$ cat config.mk
export PLATFORM = sky130hd
export DESIGN_NAME = nor_cmd_seq
export DESIGN_NICKNAME = d
export VERILOG_FILES = /design/src/rtl/nor_seq_pkg.sv /design/src/rtl/nor_addr_decode.sv /design/src/rtl/nor_cmd_fsm.sv /design/src/rtl/nor_read_mux.sv /design/src/rtl/nor_cmd_seq.sv
export SDC_FILE = /design/constraint.sdc
export NUM_CORES = 1
export LEC_CHECK = 0
export ABC_CLOCK_PERIOD_IN_PS = 3920
export BUFFER_PORTS_ARGS = -buffer_cell sky130_fd_sc_hd__clkbuf_2
export CORE_MARGIN = 8
export CORE_UTILIZATION = 31
export CTS_CLUSTER_SIZE = 16
export DETAILED_ROUTE_END_ITERATION = 6
export PLACE_DENSITY = 0.5
export SLEW_MARGIN = 20
export SYNTH_ARGS = -nofsm -noshare
export SYNTH_HDL_FRONTEND = slang
export SYNTH_HIERARCHICAL = 1
export SYNTH_SLANG_ARGS = --single-unit
export TNS_END_PERCENT = 50
$ cat constraint.sdc
create_clock -name clk -period 3.92 [get_ports clk]
set_clock_uncertainty 0.1 [all_clocks]
set_input_delay 0.588 -clock clk [delete_from_list [all_inputs] [get_ports clk]]
set_output_delay 0.588 -clock clk [all_outputs]
set_load 0.1 [all_outputs]
$ cat src/rtl/nor_seq_pkg.sv
package nor_seq_pkg;

  typedef enum logic [3:0] {
    ST_ARRAY, ST_UNLK1, ST_UNLK2, ST_PROG_DATA, ST_PROG_BUSY,
    ST_AUTOSEL, ST_QUERY, ST_AUTO_QUERY,
    ST_ERS_SETUP, ST_ERS_U1, ST_ERS_U2, ST_ERASING
  } seq_state_t;

  typedef enum logic [2:0] {
    RD_ARRAY, RD_IDENT, RD_QUERY, RD_PROG_STAT, RD_ERASE_STAT
  } rd_src_t;

  localparam logic [7:0] CMD_KEY1     = 8'hAA;
  localparam logic [7:0] CMD_KEY2     = 8'h55;
  localparam logic [7:0] CMD_ERS_SET  = 8'h80;
  localparam logic [7:0] CMD_IDENT    = 8'h90;
  localparam logic [7:0] CMD_PROGRAM  = 8'hA0;
  localparam logic [7:0] CMD_BYPASS   = 8'h20;
  localparam logic [7:0] CMD_QUERY    = 8'h98;
  localparam logic [7:0] CMD_RESET    = 8'hF0;
  localparam logic [7:0] CMD_CHIP_ERS = 8'h10;
  localparam logic [7:0] CMD_SECT_ERS = 8'h30;
  localparam logic [7:0] CMD_BYP_EXIT = 8'h00;

  function automatic logic is_query_mode(seq_state_t s);
    return (s == ST_AUTOSEL) || (s == ST_QUERY) || (s == ST_AUTO_QUERY);
  endfunction

  function automatic rd_src_t read_source(seq_state_t s);
    case (s)
      ST_AUTOSEL:    return RD_IDENT;
      ST_QUERY:      return RD_QUERY;
      ST_AUTO_QUERY: return RD_QUERY;
      ST_PROG_BUSY:  return RD_PROG_STAT;
      ST_ERASING:    return RD_ERASE_STAT;
      default:       return RD_ARRAY;
    endcase
  endfunction

  function automatic seq_state_t decode_command(logic [7:0] c);
    case (c)
      CMD_ERS_SET: return ST_ERS_SETUP;
      CMD_IDENT:   return ST_AUTOSEL;
      CMD_PROGRAM: return ST_PROG_DATA;
      default:     return ST_ARRAY;
    endcase
  endfunction

endpackage

$ cat src/rtl/nor_addr_decode.sv
module nor_addr_decode #(
  parameter int AW = 16,
  parameter int BUS_BYTES = 2,
  parameter logic [10:0] UNLOCK_A = 11'h555,
  parameter logic [10:0] UNLOCK_B = 11'h2AA,
  localparam int SHIFT = $clog2(BUS_BYTES),
  localparam int WAW = AW - SHIFT
) (
  input  logic [AW-1:0]  bus_addr,
  output logic [WAW-1:0] word_addr,
  output logic           hit_a,
  output logic           hit_b,
  output logic           hit_query
);

  generate
    if (SHIFT == 0) begin : g_byte
      assign word_addr = bus_addr;
    end else begin : g_wide
      assign word_addr = bus_addr[AW-1:SHIFT];
    end
  endgenerate

  assign hit_a     = (word_addr[10:0] == UNLOCK_A);
  assign hit_b     = (word_addr[10:0] == UNLOCK_B);
  assign hit_query = (word_addr[7:0] == 8'h55);

endmodule

$ cat src/rtl/nor_cmd_fsm.sv
module nor_cmd_fsm
  import nor_seq_pkg::*;
#(
  parameter int PROG_CYCLES = 8,
  parameter int LAZY_READS = 42,
  localparam int PCW = $clog2(PROG_CYCLES + 1),
  localparam int LCW = $clog2(LAZY_READS + 1)
) (
  input  logic       clk,
  input  logic       rst,
  input  logic       wr_go,
  input  logic       rd_go,
  input  logic [7:0] cmd,
  input  logic       hit_a,
  input  logic       hit_b,
  input  logic       hit_query,
  input  logic       erase_done,
  output seq_state_t state,
  output logic       lazy_fire,
  output logic       prog_start,
  output logic       chip_go,
  output logic       sector_go
);

  seq_state_t nxt;
  logic bypass, nbypass;
  logic [PCW-1:0] prog_cnt;
  logic [LCW-1:0] lazy_cnt;
  logic reset_ok;

  assign lazy_fire = rd_go && is_query_mode(state) && (lazy_cnt == LCW'(LAZY_READS));
  assign reset_ok  = (state != ST_PROG_DATA) && (state != ST_PROG_BUSY) && (state != ST_ERASING);

  always_comb begin
    nxt        = state;
    nbypass    = bypass;
    prog_start = 1'b0;
    chip_go    = 1'b0;
    sector_go  = 1'b0;
    if (state == ST_ERASING) begin
      if (erase_done) nxt = ST_ARRAY;
    end else if (state == ST_PROG_BUSY) begin
      if (prog_cnt == '0) nxt = ST_ARRAY;
    end else if (wr_go) begin
      if (cmd == CMD_RESET && reset_ok) begin
        nxt = (state == ST_AUTO_QUERY) ? ST_AUTOSEL : ST_ARRAY;
      end else begin
        case (state)
          ST_ARRAY: begin
            if (hit_query && cmd == CMD_QUERY) nxt = ST_QUERY;
            else if (bypass) nxt = decode_command(cmd);
            else if (hit_a && cmd == CMD_KEY1) nxt = ST_UNLK1;
          end
          ST_UNLK1: nxt = (hit_b && cmd == CMD_KEY2) ? ST_UNLK2 : ST_ARRAY;
          ST_UNLK2: begin
            if (!hit_a) nxt = ST_ARRAY;
            else begin
              nxt = decode_command(cmd);
              if (cmd == CMD_BYPASS) nbypass = 1'b1;
            end
          end
          ST_PROG_DATA: begin
            prog_start = 1'b1;
            nxt = ST_PROG_BUSY;
          end
          ST_AUTOSEL: begin
            if (bypass && cmd == CMD_BYP_EXIT) begin
              nbypass = 1'b0;
              nxt = ST_ARRAY;
            end else if (hit_query && cmd == CMD_QUERY) nxt = ST_AUTO_QUERY;
            else nxt = ST_ARRAY;
          end
          ST_ERS_SETUP: nxt = (hit_a && cmd == CMD_KEY1) ? ST_ERS_U1 : ST_ARRAY;
          ST_ERS_U1:    nxt = (hit_b && cmd == CMD_KEY2) ? ST_ERS_U2 : ST_ARRAY;
          ST_ERS_U2: begin
            if (cmd == CMD_CHIP_ERS && hit_a) begin
              chip_go = 1'b1;
              nxt = ST_ERASING;
            end else if (cmd == CMD_SECT_ERS) begin
              sector_go = 1'b1;
              nxt = ST_ERASING;
            end else nxt = ST_ARRAY;
          end
          default: nxt = ST_ARRAY;
        endcase
      end
    end else if (lazy_fire) begin
      nxt = ST_ARRAY;
    end
  end

  always_ff @(posedge clk) begin
    if (rst) begin
      state    <= ST_ARRAY;
      bypass   <= 1'b0;
      prog_cnt <= '0;
      lazy_cnt <= '0;
    end else begin
      state  <= nxt;
      bypass <= nbypass;
      if (prog_start) prog_cnt <= PCW'(PROG_CYCLES - 1);
      else if (state == ST_PROG_BUSY && prog_cnt != '0) prog_cnt <= prog_cnt - PCW'(1);
      if (wr_go) lazy_cnt <= '0;
      else if (rd_go && is_query_mode(state)) lazy_cnt <= lazy_fire ? '0 : lazy_cnt + LCW'(1);
    end
  end

endmodule

$ cat src/rtl/nor_read_mux.sv
module nor_read_mux
  import nor_seq_pkg::*;
#(
  parameter int DW = 16,
  parameter int WAW = 15,
  parameter logic [15:0] ID0 = 16'h00C2,
  parameter logic [15:0] ID1 = 16'h4A5D,
  parameter logic [15:0] ID2 = 16'h1B07,
  parameter logic [15:0] ID3 = 16'hFFFF,
  parameter int CFI_BYTES = 32,
  parameter logic [CFI_BYTES*8-1:0] CFI_TABLE = '0
) (
  input  logic           clk,
  input  logic           rst,
  input  logic           rd_go,
  input  rd_src_t        src,
  input  logic [WAW-1:0] word_addr,
  input  logic [DW-1:0]  st_rdata,
  input  logic           prog_start,
  input  logic           prog_bit7,
  output logic [DW-1:0]  bus_rdata,
  output logic           bus_rvalid
);

  logic tog6, tog2, d7_inv;
  logic [7:0] off;
  logic [DW-1:0] ident_val, query_val, prog_stat, ers_stat, sel_val;

  assign off = word_addr[7:0];

  always_comb begin
    case (off)
      8'h00:   ident_val = DW'(ID0);
      8'h01:   ident_val = DW'(ID1);
      8'h02:   ident_val = '0;
      8'h0E:   ident_val = (ID2 == 16'hFFFF) ? st_rdata : DW'(ID2);
      8'h0F:   ident_val = (ID3 == 16'hFFFF) ? st_rdata : DW'(ID3);
      default: ident_val = st_rdata;
    endcase
  end

  always_comb begin
    query_val = '0;
    if (int'(off) < CFI_BYTES) query_val = DW'(CFI_TABLE[int'(off)*8 +: 8]);
  end

  assign prog_stat = DW'({d7_inv, tog6, 6'b0});
  assign ers_stat  = DW'({1'b0, tog6, 3'b0, tog2, 2'b0});

  always_comb begin
    case (src)
      RD_IDENT:      sel_val = ident_val;
      RD_QUERY:      sel_val = query_val;
      RD_PROG_STAT:  sel_val = prog_stat;
      RD_ERASE_STAT: sel_val = ers_stat;
      default:       sel_val = st_rdata;
    endcase
  end

  always_ff @(posedge clk) begin
    if (rst) begin
      bus_rdata  <= '0;
      bus_rvalid <= 1'b0;
      tog6       <= 1'b0;
      tog2       <= 1'b0;
      d7_inv     <= 1'b0;
    end else begin
      bus_rvalid <= rd_go;
      if (prog_start) d7_inv <= ~prog_bit7;
      if (rd_go) begin
        bus_rdata <= sel_val;
        if (src == RD_PROG_STAT || src == RD_ERASE_STAT) tog6 <= ~tog6;
        if (src == RD_ERASE_STAT) tog2 <= ~tog2;
      end
    end
  end

endmodule

$ cat src/rtl/nor_cmd_seq.sv
module nor_cmd_seq
  import nor_seq_pkg::*;
#(
  parameter int AW = 16,
  parameter int BUS_BYTES = 2,
  parameter logic [10:0] UNLOCK_A = 11'h555,
  parameter logic [10:0] UNLOCK_B = 11'h2AA,
  parameter logic [15:0] ID0 = 16'h00C2,
  parameter logic [15:0] ID1 = 16'h4A5D,
  parameter logic [15:0] ID2 = 16'h1B07,
  parameter logic [15:0] ID3 = 16'hFFFF,
  parameter int CFI_BYTES = 32,
  parameter logic [CFI_BYTES*8-1:0] CFI_TABLE = {96'h0, 8'h02, 8'h59, 8'h52, 8'h51, 128'h0},
  parameter int PROG_CYCLES = 8,
  parameter int LAZY_READS = 42,
  localparam int DW = 8 * BUS_BYTES,
  localparam int WAW = AW - $clog2(BUS_BYTES)
) (
  input  logic           clk,
  input  logic           rst,
  input  logic           bus_req,
  input  logic           bus_we,
  input  logic [AW-1:0]  bus_addr,
  input  logic [DW-1:0]  bus_wdata,
  output logic [DW-1:0]  bus_rdata,
  output logic           bus_rvalid,
  output logic [WAW-1:0] st_addr,
  input  logic [DW-1:0]  st_rdata,
  output logic           st_we,
  output logic [DW-1:0]  st_wdata,
  output logic           erase_chip_go,
  output logic           erase_sector_go,
  output logic [WAW-1:0] erase_addr,
  input  logic           erase_done
);

  logic wr_go, rd_go, hit_a, hit_b, hit_query;
  logic lazy_fire, prog_start, chip_go, sector_go;
  logic [WAW-1:0] word_addr;
  seq_state_t state;
  rd_src_t src;

  assign wr_go = bus_req && bus_we;
  assign rd_go = bus_req && !bus_we;

  nor_addr_decode #(
    .AW(AW), .BUS_BYTES(BUS_BYTES), .UNLOCK_A(UNLOCK_A), .UNLOCK_B(UNLOCK_B)
  ) u_dec (
    .bus_addr(bus_addr), .word_addr(word_addr),
    .hit_a(hit_a), .hit_b(hit_b), .hit_query(hit_query)
  );

  nor_cmd_fsm #(.PROG_CYCLES(PROG_CYCLES), .LAZY_READS(LAZY_READS)) u_fsm (
    .clk(clk), .rst(rst), .wr_go(wr_go), .rd_go(rd_go), .cmd(bus_wdata[7:0]),
    .hit_a(hit_a), .hit_b(hit_b), .hit_query(hit_query), .erase_done(erase_done),
    .state(state), .lazy_fire(lazy_fire), .prog_start(prog_start),
    .chip_go(chip_go), .sector_go(sector_go)
  );

  assign src = lazy_fire ? RD_ARRAY : read_source(state);

  nor_read_mux #(
    .DW(DW), .WAW(WAW), .ID0(ID0), .ID1(ID1), .ID2(ID2), .ID3(ID3),
    .CFI_BYTES(CFI_BYTES), .CFI_TABLE(CFI_TABLE)
  ) u_rd (
    .clk(clk), .rst(rst), .rd_go(rd_go), .src(src), .word_addr(word_addr),
    .st_rdata(st_rdata), .prog_start(prog_start), .prog_bit7(bus_wdata[7]),
    .bus_rdata(bus_rdata), .bus_rvalid(bus_rvalid)
  );

  assign st_addr  = word_addr;
  assign st_we    = prog_start;
  assign st_wdata = st_rdata & bus_wdata;

  always_ff @(posedge clk) begin
    if (rst) begin
      erase_chip_go   <= 1'b0;
      erase_sector_go <= 1'b0;
      erase_addr      <= '0;
    end else begin
      erase_chip_go   <= chip_go;
      erase_sector_go <= sector_go;
      if (chip_go || sector_go) erase_addr <= word_addr;
    end
  end

endmodule

==> load_flow_metrics.sql <==
INSERT INTO impl_metrics (metric_group, metric, value, unit) VALUES
('detailed_routing', 'dr.pass1.iters', '4', ''),
('power_and_ir_drop', 'total_power', '1.19', 'mW'),
('global_routing', 'vias_in_the_first_global_route', '3318', ''),
('synth', 'yosysUniqueCellTypes', '75', ''),
('timing', 'rsz0062_at_grt', 'no', ''),
('floorplanning', 'die_width', '122', 'um'),
('final_layout', 'syn_to_final_growth', '19.8', '%'),
('global_routing', 'all_layer_gr_usage', '0.141', ''),
('global_routing', 'overflow', '0', ''),
('setup_path', 'timing.critical_path.fanout_max', '9', ''),
('clocking', 'cts-root-to-sink-buffers', '2', ''),
('power_and_ir_drop', 'net-switching-power', '468', 'uW'),
('synth', 'post_synth_inst_count', '420', ''),
('clocking', 'clock_sink_count', '52', ''),
('floorplanning', 'ios', '119', ''),
('setup_path', 'critical_path_required', '4010', 'ps'),
('final_layout', 'final_cell_area', '4160', 'um^2'),
('worst_hold_path', 'hold_path_class', 'flip-flop to flip-flop', ''),
('placed_design', 'placement_stage_cell_area', '4080', 'um^2'),
('detailed_routing', 'drc_errors', '0', ''),
('global_routing', 'grt_antenna_before_repair', '0', ''),
('final_layout', 'layout.cells.most_common', 'clkbuf_2', ''),
('final_layout', 'diodes', '0', ''),
('clocking', 'clkLatencyLatePin', '300', 'ps'),
('synth', 'ys.flop_type', 'dfxtp_1', ''),
('clocking', 'clock_tree.htree_level_count', '2', ''),
('detailed_routing', 'vias', '3452', ''),
('synth', 'synth_sequential_area_ratio', '0.300', ''),
('clocking', 'tritoncts', 'yes', ''),
('final_layout', 'most-common-layout-cells', '117 x clkbuf_2, 52 x dfxtp_1, 40 x nor2_1', ''),
('setup_path', 'reg2reg_slack', '760', 'ps'),
('job', 'maxCapViolCount', '0', ''),
('clocking', 'holdBufCountCts', '0', ''),
('floorplanning', 'vertical_die_dimension', '122', 'um'),
('placed_design', 'io_buffer_count', '117', ''),
('clocking', 'cts_root_buf', 'clkbuf_8', ''),
('placed_design', 'global_placer_s_final_weighted_congestion', '0.832', ''),
('final_layout', 'stdcell_count', '655', ''),
('detailed_routing', 'drt-total-wl', '10800', 'um'),
('power_and_ir_drop', 'switching_part_of_the_total_power', '0.392', ''),
('power_and_ir_drop', 'cellLeakagePower', '1.66', 'nW'),
('timing', 'setup_viol', '0', ''),
('timing', 'post-route-worst-setup-slack', '704', 'ps'),
('synth', 'synthesis.area_per_instance', '8.26', 'um^2'),
('setup_path', 'path_class', 'primary input to flip-flop', ''),
('timing', 'timing_max_transition_violations_final', '0', ''),
('setup_path', 'critical_path.endpoint_type', 'flip-flop', ''),
('placed_design', 'place_hpwl', '8230', 'um'),
('power_and_ir_drop', 'comb_power_share', '0.291', ''),
('detailed_routing', 'route.detailed.vias_per_inst', '5.27', ''),
('power_and_ir_drop', 'power_frac_clock', '0.254', ''),
('floorplanning', 'floorplan.initialDensity', '0.319', ''),
('synth', 'synth-seq-cells', '52', ''),
('floorplanning', 'std_cell_rows', '38', ''),
('power_and_ir_drop', 'peakVddDrop', '0.140', 'mV'),
('global_routing', 'global_route_wire_length_before_repair', '17200', 'um'),
('power_and_ir_drop', 'power_per_cell_area', '287', 'nW/um^2'),
('timing', 'timing.slew.headroom', '0.587', ''),
('synth', 'netlist_area', '3470', 'um^2'),
('placed_design', 'placement.setup.worst_slack', '362', 'ps'),
('detailed_routing', 'detail-route-antenna-nets', '0', ''),
('power_and_ir_drop', 'internal_power', '727', 'uW'),
('status', 'outcome', 'finished, final reports clean', ''),
('clocking', 'cts-buffers-inserted', '5', ''),
('clocking', 'cts_resized', '0', ''),
('global_routing', 'grt_max_degree', '34', ''),
('floorplanning', 'die-area', '14800', 'um^2'),
('final_layout', 'post_route_cells_drive_above_1_share', '0.315', ''),
('setup_path', 'critical_path_arrival', '3310', 'ps'),
('floorplanning', 'core_ar', '10900', 'um^2'),
('timing', 'fin_crit', '3220', 'ps');
-- cell families (layout without fill, tap and decap cells) --
family / count (synthesis) / count (layout) / synth area share
AO/OA/AOI/OAI: 112 / 112 / 0.230
buffers and inverters: 48 / 143 / 0.0779
adder cells (fa/ha/maj): 3 / 3 / 0.0108
multiplexers: 1 / 1 / 0.00324
AND/OR/NAND/NOR: 190 / 190 / 0.341
XOR/XNOR: 14 / 14 / 0.0375
flip-flops: 52 / 52 / 0.300
-- registers in the layout, indices dropped and copies added (netlist names) --
name             flops
erase_addr          15
erase_chip_go        1
erase_sector_go      1
u_fsm/bypass         1
u_fsm/lazy_cnt       6
u_fsm/prog_cnt       4
u_fsm/state          4
u_rd/bus_rdata      16
u_rd/bus_rvalid      1
u_rd/d7_inv          1
u_rd/tog2            1
u_rd/tog6            1
-- layout make-up --
type	instances	area, um^2	share of cell area
clock buffer	6	72.6	0.0174
clock inverter	1	5.00	0.00120
inverter	8	30.0	0.00722
multi-input combinational	320	2170	0.521
sequential	52	1040	0.250
tap	140	175	0.0421
timing repair buffer	128	668	0.161
-- worst max-delay path, cell delays in order --
cell and delay (ps):
clkbuf_2 80, nor2b_2 150, and3b_1 180, and2_1 220, and3_1 200, or3b_1 390
a21oi_1 280, nor2_1 190, xnor2_2 410, o21ai_4 190, a221oi_1 320, nor3_1 80
-- cells in the mapped netlist, drive strengths merged, types with 3 or more instances --
library cell | n | share of area
dfxtp | 52 | 0.30
nor2 | 40 | 0.043
a21oi | 37 | 0.057
buf | 28 | 0.055
o21ai | 25 | 0.040
and2 | 18 | 0.032
nand2 | 18 | 0.019
or3b | 18 | 0.045
nor3 | 16 | 0.026
clkbuf | 12 | 0.014
nand3 | 11 | 0.016
a211oi | 9 | 0.025
nand2b | 9 | 0.016
inv | 8 | 0.0087
nand4 | 8 | 0.014
nor2b | 7 | 0.013
xnor2 | 7 | 0.020
xor2 | 7 | 0.018
a31oi | 5 | 0.0090
and3 | 5 | 0.0090
or4 | 5 | 0.013
nand4bb | 4 | 0.013
nor3b | 4 | 0.0087
nor4bb | 4 | 0.012
o41ai | 4 | 0.016
a22o | 3 | 0.0076
and4b | 3 | 0.0087
ha | 3 | 0.011
nor4 | 3 | 0.011
nor4b | 3 | 0.0094
o211ai | 3 | 0.0065
o21a | 3 | 0.0065
or2 | 3 | 0.0061
or3 | 3 | 0.0058
-- stage by stage --
step | hold WS, ps | utilization
6_report | 373 | 0.382
3_5_place_dp | 360 | 0.375
4_1_cts | 377 | 0.382
5_1_grt | 400 | 0.382
3_3_place_gp | 360 | 0.375
2_1_floorplan | 372 | -
-- worst paths after layout --
path                            from            endpoint  cells past startpoint
setup / recovery             bus_req   u_rd/bus_rdata[7]                     12
hold / removal    u_rd/bus_rdata[13]  u_rd/bus_rdata[13]                      2
setup reg to reg      u_fsm/state[0]   u_rd/bus_rdata[7]                     10
hold reg to reg   u_rd/bus_rdata[13]  u_rd/bus_rdata[13]                      2
-- power groups by stage --
stage / Clock [mW] / Sequential, mW / Combinational, mW
2_1_floorplan: 0 / 0.624 / 0.209
3_3_place_gp: 0 / 0.555 / 0.350
3_5_place_dp: 0 / 0.555 / 0.350
4_1_cts: 0.318 / 0.543 / 0.351
5_1_grt: 0.340 / 0.544 / 0.364
6_report: 0.304 / 0.543 / 0.348
-- per-layer routing --
metal | part of all wire | track usage | up-vias | wire (um)
met5 | 0 | 0 | - | 0
met4 | 0.011 | 0.0332 | 0 | 123
met3 | 0.080 | 0.0416 | 9 | 872
met2 | 0.45 | 0.215 | 114 | 4910
met1 | 0.46 | 0.190 | 1617 | 4930
li1 | - | - | 1712 | -
Power figures use the tool's default switching activity.
